File: config.mk
export PLATFORM = sky130hd
export DESIGN_NAME = host_mem_window
export DESIGN_NICKNAME = d
export VERILOG_FILES = /design/src/rtl/hmw_pkg.sv /design/src/rtl/hmw_window_bank.sv /design/src/rtl/hmw_index.sv /design/src/rtl/hmw_limit_check.sv /design/src/rtl/host_mem_window.sv
export SDC_FILE = /design/constraint.sdc
export NUM_CORES = 1
export LEC_CHECK = 0
export ABC_AREA = 1
export BUFFER_PORTS_ARGS = -buffer_cell sky130_fd_sc_hd__buf_2
export CAP_MARGIN = 10
export CORE_UTILIZATION = 59
export CTS_BUF_LIST = sky130_fd_sc_hd__clkbuf_4 sky130_fd_sc_hd__clkbuf_8
export DETAILED_ROUTE_END_ITERATION = 10
export PLACE_DENSITY = 0.83
export SETUP_SLACK_MARGIN = 0.3
export SYNTH_ARGS = -nofsm -noshare
export SYNTH_HDL_FRONTEND = slang
export SYNTH_SLANG_ARGS = --single-unit
File: constraint.sdc
create_clock -name clk -period 4.2 [get_ports clk]
set_clock_uncertainty 0.2 [all_clocks]
set_input_delay 0.63 -clock clk [delete_from_list [all_inputs] [get_ports clk]]
set_output_delay 0.63 -clock clk [all_outputs]
set_load 0.02 [all_outputs]
File: src/rtl/hmw_pkg.sv
package hmw_pkg;

    localparam int DW    = 32;
    localparam int NLANE = DW / 8;

    typedef enum logic [1:0] {
        SZ_BYTE = 2'd0,
        SZ_HALF = 2'd1,
        SZ_WORD = 2'd2
    } acc_size_e;

    typedef enum logic {
        REG_INDEX = 1'b0,
        REG_DATA  = 1'b1
    } host_reg_e;

    typedef enum logic {
        CFG_BASE  = 1'b0,
        CFG_LIMIT = 1'b1
    } cfg_field_e;

    typedef enum logic {
        ST_IDLE = 1'b0,
        ST_BUS  = 1'b1
    } bus_state_e;

    // Packed limit word: write limit in the upper half, read limit in the lower.
    typedef struct packed {
        logic [15:0] wr_lim;
        logic [15:0] rd_lim;
    } limit_word_t;

    // Captured description of one SRAM bus cycle.
    typedef struct packed {
        logic             we;
        logic [1:0]       lo;
        logic [1:0]       size;
        logic [NLANE-1:0] be;
        logic [DW-1:0]    wdata;
    } bus_cycle_t;

    function automatic logic [2:0] size_bytes(input logic [1:0] sz);
        case (sz)
            SZ_BYTE: return 3'd1;
            SZ_HALF: return 3'd2;
            default: return 3'd4;
        endcase
    endfunction

    function automatic logic [NLANE-1:0] lane_mask(input logic [1:0] sz, input logic [1:0] lo);
        case (sz)
            SZ_BYTE: return 4'b0001 << lo;
            SZ_HALF: return lo[1] ? 4'b1100 : 4'b0011;
            default: return 4'b1111;
        endcase
    endfunction

    function automatic logic [DW-1:0] lane_fill(input logic [1:0] sz, input logic [1:0] lo,
                                                input logic [DW-1:0] d);
        case (sz)
            SZ_BYTE: return {24'b0, d[7:0]} << {lo, 3'b000};
            SZ_HALF: return {16'b0, d[15:0]} << {lo[1], 4'b0000};
            default: return d;
        endcase
    endfunction

    function automatic logic [DW-1:0] lane_pick(input logic [1:0] sz, input logic [1:0] lo,
                                                input logic [DW-1:0] d);
        logic [DW-1:0] s;
        case (sz)
            SZ_BYTE: begin
                s = d >> {lo, 3'b000};
                return {24'b0, s[7:0]};
            end
            SZ_HALF: begin
                s = d >> {lo[1], 4'b0000};
                return {16'b0, s[15:0]};
            end
            default: return d;
        endcase
    endfunction

endpackage

File: src/rtl/hmw_window_bank.sv
module hmw_window_bank
    import hmw_pkg::*;
#(
    parameter int NWIN = 2,
    parameter int AW   = 32,
    localparam int WSEL_W = (NWIN > 1) ? $clog2(NWIN) : 1
) (
    input  logic              clk,
    input  logic              rst,
    input  logic              cfg_we,
    input  logic [WSEL_W-1:0] cfg_win,
    input  logic              cfg_field,
    input  logic [31:0]       cfg_data,
    input  logic [WSEL_W-1:0] sel,
    output logic [AW-1:0]     sel_base,
    output limit_word_t       sel_lim
);

    logic [AW-1:0] base_vec [NWIN];
    limit_word_t   lim_vec  [NWIN];

    for (genvar w = 0; w < NWIN; w++) begin : g_win
        logic [AW-1:0] base_q;
        limit_word_t   lim_q;
        logic          hit;

        assign hit = cfg_we && (cfg_win == WSEL_W'(w));

        always_ff @(posedge clk) begin
            if (rst) begin
                base_q <= '0;
                lim_q  <= '0;
            end else if (hit) begin
                if (cfg_field == CFG_BASE) begin
                    base_q <= {cfg_data[AW-1:2], 2'b00};
                end else begin
                    lim_q <= limit_word_t'(cfg_data);
                end
            end
        end

        assign base_vec[w] = base_q;
        assign lim_vec[w]  = lim_q;
    end

    always_comb begin
        sel_base = '0;
        sel_lim  = '0;
        for (int w = 0; w < NWIN; w++) begin
            if (sel == WSEL_W'(w)) begin
                sel_base = base_vec[w];
                sel_lim  = lim_vec[w];
            end
        end
    end

endmodule

File: src/rtl/hmw_index.sv
module hmw_index #(
    parameter int OFS_W  = 15,
    parameter int WSEL_W = 1
) (
    input  logic              clk,
    input  logic              rst,
    input  logic              ld,
    input  logic [31:0]       ld_data,
    input  logic              adv,
    input  logic [2:0]        adv_bytes,
    output logic [OFS_W-1:0]  ofs,
    output logic [WSEL_W-1:0] win
);

    localparam int TOP = OFS_W + WSEL_W;

    logic unused_ld_hi;
    assign unused_ld_hi = ^ld_data[31:TOP];

    always_ff @(posedge clk) begin
        if (rst) begin
            ofs <= '0;
            win <= '0;
        end else if (ld) begin
            ofs <= ld_data[OFS_W-1:0];
            win <= ld_data[TOP-1:OFS_W];
        end else if (adv) begin
            ofs <= ofs + OFS_W'(adv_bytes);
        end
    end

endmodule

File: src/rtl/hmw_limit_check.sv
module hmw_limit_check
    import hmw_pkg::*;
#(
    parameter int OFS_W = 15,
    localparam int CW = 14
) (
    input  logic [OFS_W-1:0] ofs,
    input  limit_word_t      lim,
    input  logic             is_write,
    output logic             allowed
);

    logic [CW-1:0] ofs_word;
    logic [CW-1:0] rd_word;
    logic [CW-1:0] wr_word;
    logic          rd_ok;
    logic          wr_ok;
    logic          unused_low;

    // Comparison is done at 32-bit word granularity.
    assign ofs_word   = CW'(ofs[OFS_W-1:2]);
    assign rd_word    = lim.rd_lim[15:2];
    assign wr_word    = lim.wr_lim[15:2];
    assign unused_low = ^{ofs[1:0], lim.rd_lim[1:0], lim.wr_lim[1:0]};

    assign rd_ok   = ofs_word < rd_word;
    assign wr_ok   = ofs_word < wr_word;
    assign allowed = is_write ? wr_ok : rd_ok;

endmodule

File: src/rtl/host_mem_window.sv
module host_mem_window
    import hmw_pkg::*;
#(
    parameter int NWIN  = 2,
    parameter int OFS_W = 15,
    parameter int AW    = 32,
    localparam int WSEL_W = (NWIN > 1) ? $clog2(NWIN) : 1
) (
    input  logic              clk,
    input  logic              rst,
    input  logic              host_req,
    input  logic              host_we,
    input  logic              host_reg,
    input  logic [1:0]        host_size,
    input  logic [31:0]       host_wdata,
    output logic              host_ack,
    output logic [31:0]       host_rdata,
    input  logic              cfg_we,
    input  logic [WSEL_W-1:0] cfg_win,
    input  logic              cfg_field,
    input  logic [31:0]       cfg_data,
    output logic              sram_req,
    output logic              sram_we,
    output logic [AW-1:0]     sram_addr,
    output logic [3:0]        sram_be,
    output logic [31:0]       sram_wdata,
    input  logic [31:0]       sram_rdata,
    input  logic              sram_rdy
);

    bus_state_e        st_q;
    bus_cycle_t        cyc_q;
    logic              accept;
    logic              is_data;
    logic              allowed;
    logic [OFS_W-1:0]  idx_ofs;
    logic [WSEL_W-1:0] idx_win;
    logic [AW-1:0]     sel_base;
    limit_word_t       sel_lim;
    logic              idx_ld;
    logic              idx_adv;
    logic [31:0]       idx_readback;

    assign accept       = host_req && (st_q == ST_IDLE) && !host_ack;
    assign is_data      = (host_reg == REG_DATA);
    assign idx_ld       = accept && !is_data && host_we;
    assign idx_adv      = accept && is_data;
    assign idx_readback = 32'({idx_win, idx_ofs});

    hmw_window_bank #(.NWIN(NWIN), .AW(AW)) u_bank (
        .clk      (clk),
        .rst      (rst),
        .cfg_we   (cfg_we),
        .cfg_win  (cfg_win),
        .cfg_field(cfg_field),
        .cfg_data (cfg_data),
        .sel      (idx_win),
        .sel_base (sel_base),
        .sel_lim  (sel_lim)
    );

    hmw_index #(.OFS_W(OFS_W), .WSEL_W(WSEL_W)) u_index (
        .clk      (clk),
        .rst      (rst),
        .ld       (idx_ld),
        .ld_data  (host_wdata),
        .adv      (idx_adv),
        .adv_bytes(size_bytes(host_size)),
        .ofs      (idx_ofs),
        .win      (idx_win)
    );

    hmw_limit_check #(.OFS_W(OFS_W)) u_check (
        .ofs     (idx_ofs),
        .lim     (sel_lim),
        .is_write(host_we),
        .allowed (allowed)
    );

    assign sram_we    = cyc_q.we;
    assign sram_be    = cyc_q.be;
    assign sram_wdata = cyc_q.wdata;

    always_ff @(posedge clk) begin
        if (rst) begin
            st_q       <= ST_IDLE;
            cyc_q      <= '0;
            sram_req   <= 1'b0;
            sram_addr  <= '0;
            host_ack   <= 1'b0;
            host_rdata <= '0;
        end else begin
            host_ack <= 1'b0;
            case (st_q)
                ST_IDLE: begin
                    if (accept) begin
                        if (!is_data) begin
                            host_ack <= 1'b1;
                            if (!host_we) begin
                                host_rdata <= idx_readback;
                            end
                        end else if (!allowed) begin
                            host_ack <= 1'b1;
                            if (!host_we) begin
                                host_rdata <= '0;
                            end
                        end else begin
                            st_q        <= ST_BUS;
                            sram_req    <= 1'b1;
                            sram_addr   <= sel_base + AW'(idx_ofs);
                            cyc_q.we    <= host_we;
                            cyc_q.lo    <= idx_ofs[1:0];
                            cyc_q.size  <= host_size;
                            cyc_q.be    <= lane_mask(host_size, idx_ofs[1:0]);
                            cyc_q.wdata <= lane_fill(host_size, idx_ofs[1:0], host_wdata);
                        end
                    end
                end
                ST_BUS: begin
                    if (sram_rdy) begin
                        st_q     <= ST_IDLE;
                        sram_req <= 1'b0;
                        host_ack <= 1'b1;
                        if (!cyc_q.we) begin
                            host_rdata <= lane_pick(cyc_q.size, cyc_q.lo, sram_rdata);
                        end
                    end
                end
                default: st_q <= ST_IDLE;
            endcase
        end
    end

endmodule

# == Yosys cells after proc, flatten, opt, wreduce, memory -nomap -nowiden ==
# Index checks and enable logic that the tools add are counted.
# op_classes
addsub,2
order_cmp,2
n_eq_ne,10
shifts,5
n_mux,33
bitwise_logic,3
n_reduce_logical,19
# op_table
cell,n
two-way mux 32 bit,9
one-hot mux 32 bit (2 select lines),3
adder 32 x 15 -> 32 bit,1
left shift 16 x 5 -> 32 bit,1
left shift 8 x 5 -> 32 bit,1
>> shifter 32 x 5 -> 16 bit,1
>> shifter 32 x 5 -> 8 bit,1
two-way mux 15 bit,2
less-than comparator 13 x 14 -> 1 bit,2
adder 15 x 3 -> 15 bit,1
two-way mux 1 bit,13
inequality test 2 bit (second input constant),5
inequality test 3 bit (second input constant),3
one-hot mux 4 bit (2 select lines),1
AND reduction 2 bit,4
AND reduction 4 bit,2
logical AND 1 bit,7
one-hot mux 1 bit (2 select lines),3
one-hot mux 3 bit (2 select lines),1
AND reduction 6 bit,1
equality test 2 x 1 -> 1 bit (second input constant),2
zero test 2 bit,2
two-way mux 4 bit,1
left shift 1 x 2 -> 4 bit (first input constant),1
3 further kinds,6
# word_totals
regBits,248
output_inout_bits,103

# == Logic depth before layout (Yosys ltp) ==
# depth
ltp_word,7
ltp_mapped,24
ltp_nobuf,19

# == By module ==
# From an unflattened synthesis, not the netlist that was laid out.
# hier_totals
hier_cells,2208
hier_area_um2,14177.3
# modules_own_cells
mod,instances,cells_per_inst,area_per_inst_um2
host_mem_window,1,1019,6588.8
hmw_window_bank,1,874,5645.4
hmw_index,1,182,1202.4
hmw_limit_check,1,133,740.7

# == Least setup slack after synthesis ==
# Ideal clock, no wire load.
# synth_path
path_type,register to register
from,reg u_index.win
to,reg cyc_q[37] (netlist name)
arrival_ns,2.898
required_ns,3.887
setup_slack_ns,0.988
path_stages_with_launch,20
period_less_slack_ns,3.212
path_cell_list,dfxtp_1 > buf_6 > buf_6 > buf_2 > clkbuf_1 > clkbuf_1 > nand2_1 > o21ai_0 > ha_1 > a21o_1 > a21oi_1 > nand2_1 > nand2_1 > nand2_2 > a21oi_4 > nand3_4 > buf_6 > buf_6 > o21ai_1 > nor2_1
# synth_via
elab_chain_cells,4
word_cells_on_any_way,5
classes_between,2 x order compare; 2 x mux; 1 x reduce/logical
# synth_rtl
item,line_no,source
"start, declared",hmw_index.sv:12,output logic [WSEL_W-1:0] win
"start signal, assigned",hmw_index.sv:26,win <= ld_data[TOP-1:OFS_W];
two-way mux 32 bit (*),hmw_window_bank.sv:50,if (sel == WSEL_W'(w)) begin
less-than comparator 13 x 14 -> 1 bit (on tied branches),"hmw_limit_check.sv:26, hmw_limit_check.sv:27",
two-way mux 1 bit (*),hmw_limit_check.sv:28,assign allowed = is_write ? wr_ok : rd_ok;
AND reduction 4 bit (no source line) (*),-,
"end, declared",host_mem_window.sv:32,bus_cycle_t cyc_q;
# Mark *: on every way between the ends. The rest lies on a longest branch, timed or not.
# A chain may end at the register's enable or synchronous reset.

# == Worst setup path after layout ==
# layout_path
from,reg u_index.win
to,reg host_rdata[10]
# layout_via
elab_chain_cells,5
word_cells_on_any_way,7
classes_between,2 x order compare; 2 x eq/ne; 2 x mux; 1 x reduce/logical
# layout_rtl
item,line_no,source
two-way mux 32 bit (*),hmw_window_bank.sv:50,
less-than comparator 13 x 14 -> 1 bit (on tied branches),"hmw_limit_check.sv:26, hmw_limit_check.sv:27",
two-way mux 1 bit (*),hmw_limit_check.sv:28,
inequality test 3 bit (no source line),-,
AND reduction 6 bit (no source line) (*),-,
"end signal, assigned",host_mem_window.sv:100,host_rdata <= idx_readback;
"end signal, assigned",host_mem_window.sv:125,"host_rdata <= lane_pick(cyc_q.size, cyc_q.lo, sram_rdata);"
"end, declared",host_mem_window.sv:17,"output logic [31:0] host_rdata,"
# Marks and branches as above.

==> impl_metrics.toml <==
[outcome]
status = "finished clean"

[cts]
clk_pin_slew_ns = 0.06
cts_buffers = 40
cts_tree = "yes"
ctsHoldBuffers = 0
clk_latency_ns = 0.55
post_cts_resized = 0
cts_setup_buffers = 0
cts_htree_levels = 2
clockBufferDepth = 3
clockRootBuffer = "clkbuf_8"
cts.sinks = 238

[placement]
place_congestion = 0.9633
portBuffers = 207
dp_hpwl_microns = 24750

[critical_path]
critPathCaptureType = "flop"
startpoint_type = "flop"
crit_required_ns = 4.44
arrival_ns = 3.72
max_stage_delay_ns = 0.70
cp_cell_sequence = "buf_12 -> nand2_1 -> o21ai_0 -> ha_1 -> a21oi_1 -> o21ai_0 -> nor2_1 -> nor2_1 -> nor2_1 -> nand2_1 -> nand2_2 -> nand2_1 -> nand2_2 -> buf_4 -> nand3_1 -> nand2_1 -> nor2_1"
crit_fanout = 32
crit_type = "reg -> reg"
slowest_stage = "dfxtp_2"

[drt]
drtAntennaViolNets = 0
via_per_inst = 5.528
dr_total_vias = 12520
drc = 0
drt_first_iter_violations = 867
dr.pass1.iters = 5
routed_wirelength_microns = 35470
routedWlPerCell_microns = 15.66

[floorplan]
fp-row-count = 53
core_area_sq_mm = 0.02102
start_util = 0.6036
io_pins = 210
die_x_microns = 148.7
die_area_sq_mm = 0.02210
die_y_microns = 148.7

[pwr]
p_leak_nw = 6.444
ir_drop_uv = 314.6
power.total_mw = 6.041
powerDensity_mw_per_mm2 = 421.5

[logic_synthesis]
synthCells = 1832
synth_area_sq_mm = 0.01269
synth_area_leaders = "dfxtp_1 (38%), o21ai_0 (8.8%), nand2_1 (8.8%), nor2_1 (7.5%), a21oi_1 (7.1%)"
synth_edf_count = 0
ys_seq_area_frac = 0.3755
ys_types = 47
syn_nets = 1983
yosysMostFrequentCell = "nand2_1"
synth_warnings = 0
ys_async_sr_fraction = 0
netlist.area_leader.share = 0.3755
synth_flop_cell = "dfxtp_1"
synth_commonest_cells = "nand2_1 (296), nor2_1 (255), dfxtp_1 (238), o21ai_0 (223), inv_1 (194)"
synth.avg_cell_area_sq_um = 6.926
ys_ff_latch = 238
synth_top_area_cell = "dfxtp_1"

[sta]
max_freq_mhz = 287.2
drv_slew = 0
relSlewSlack = 0.2837
holdWs_ns = 0.1443
hold_viol_final = 0
fin_crit_sh = 0.8291
period_needed_ns = 3.482
rsz0062_at_grt = "false"
tightest_slew_ns = 1.070
setup_tns_ns = 0
setup_viol = 0

[worst_hold_path]
hp-class = "in -> reg"

[final_layout]
insertedDiodeCount = 0
areaGrowthSynthToFinish_pct = 12.97
fill_cells = 1902
nets = 2112
drive_gt1_frac = 0.1618
post-route-util = 0.6819

[run]
maxCapViolCount = 0

[global_route]
grt_pass1_vias = 11020
grt_remaining_overflow = 0
antenna_found_initial = 0
track_usage = 0.3146
grt_start_max_net_pins = 116
grt_pass1_wl_microns = 55460
## registers in the layout, summed over array words and instances, names as in the netlist
register             count
cyc_q                    2
host_ack                 1
host_rdata              32
sram_addr               32
sram_be                  4
sram_req                 1
sram_wdata              32
sram_we                  1
st_q                     1
u_bank.g_win.base_q     60
u_bank.g_win.lim_q      56
u_index.ofs             15
u_index.win              1
## stage by stage
| step | worst slack [ns] | cells | area [sq um] |
|---|---|---|---|
| after floorplan | 0.9885 | 1832 | 12690 |
| after global placement | 0.7931 | 2194 | 13500 |
| after detailed placement | 0.7737 | 2194 | 13500 |
| after CTS | 0.7593 | 2265 | 14330 |
| after global routing | 0.4270 | 2265 | 14330 |
| final | 0.7177 | 2265 | 14330 |
## path summary, 6_finish.rpt
path / from / cells after the start / to / slack (ns)
hold / removal: cfg_data[16] / 3 / u_bank.g_win[1].base_q[16] / 0.14
setup / recovery: u_index.win / 17 / host_rdata[10] / 0.72
hold reg to reg: u_bank.g_win[0].lim_q[21] / 2 / u_bank.g_win[0].lim_q[21] / 0.24
setup reg to reg: u_index.win / 17 / host_rdata[10] / 0.72
## worst max-delay path: cells and delay by family (launching register included)
family,cells,cell delay [ns]
AO/OA/AOI/OAI,3,0.34
adder cells (fa/ha/maj),1,0.28
buffers and inverters,2,0.55
flip-flops,1,0.70
AND/OR/NAND/NOR,11,1.28
## per-layer routing
layer | part of all wire | global-route usage
met1 | 0.43 | 0.4101
met4 | 0.032 | 0.1253
met3 | 0.084 | 0.05920
met2 | 0.46 | 0.5114
met5 | 0 | 0
## logic make-up after synthesis
family,after synthesis,share of synthesized area
AO/OA/AOI/OAI,506,0.2175
XOR/XNOR,28,0.01933
adder cells (fa/ha/maj),44,0.04457
buffers and inverters,341,0.1235
flip-flops,238,0.3755
multiplexers,7,0.005522
AND/OR/NAND/NOR,668,0.2141
## power breakdown
part | switching, mW | internal, mW
combinational | 0.871 | 0.445
clock | 0.950 | 1.21
sequential | 0.122 | 2.45
total | 1.94 | 4.10
## final cells by class
| cell class | instances | area, sq um | share of cell area |
|---|---|---|---|
| multi-input combinational | 1253 | 6371 | 0.4445 |
| tap | 275 | 344.1 | 0.02400 |
| timing repair buffer | 231 | 1279 | 0.08921 |
| clock inverter | 10 | 80.08 | 0.005587 |
| clock buffer | 61 | 752.0 | 0.05246 |
| sequential | 238 | 4766 | 0.3325 |
| inverter | 197 | 742.0 | 0.05176 |
## cell usage in the layout, fill, tap and decap left out, types with 14 or more instances in the layout
master	count
inv_1	193
xor2_1	21
buf_2	207
nand4_1	18
nor3_1	15
ha_1	42
nand2_1	295
a21oi_1	179
nand3_1	68
o21ai_0	223
o21ai_1	29
clkbuf_4	14
clkbuf_8	47
nor2_1	255
buf_4	19
dfxtp_1	237
No activity file was read; power rests on OpenSTA's default activity.
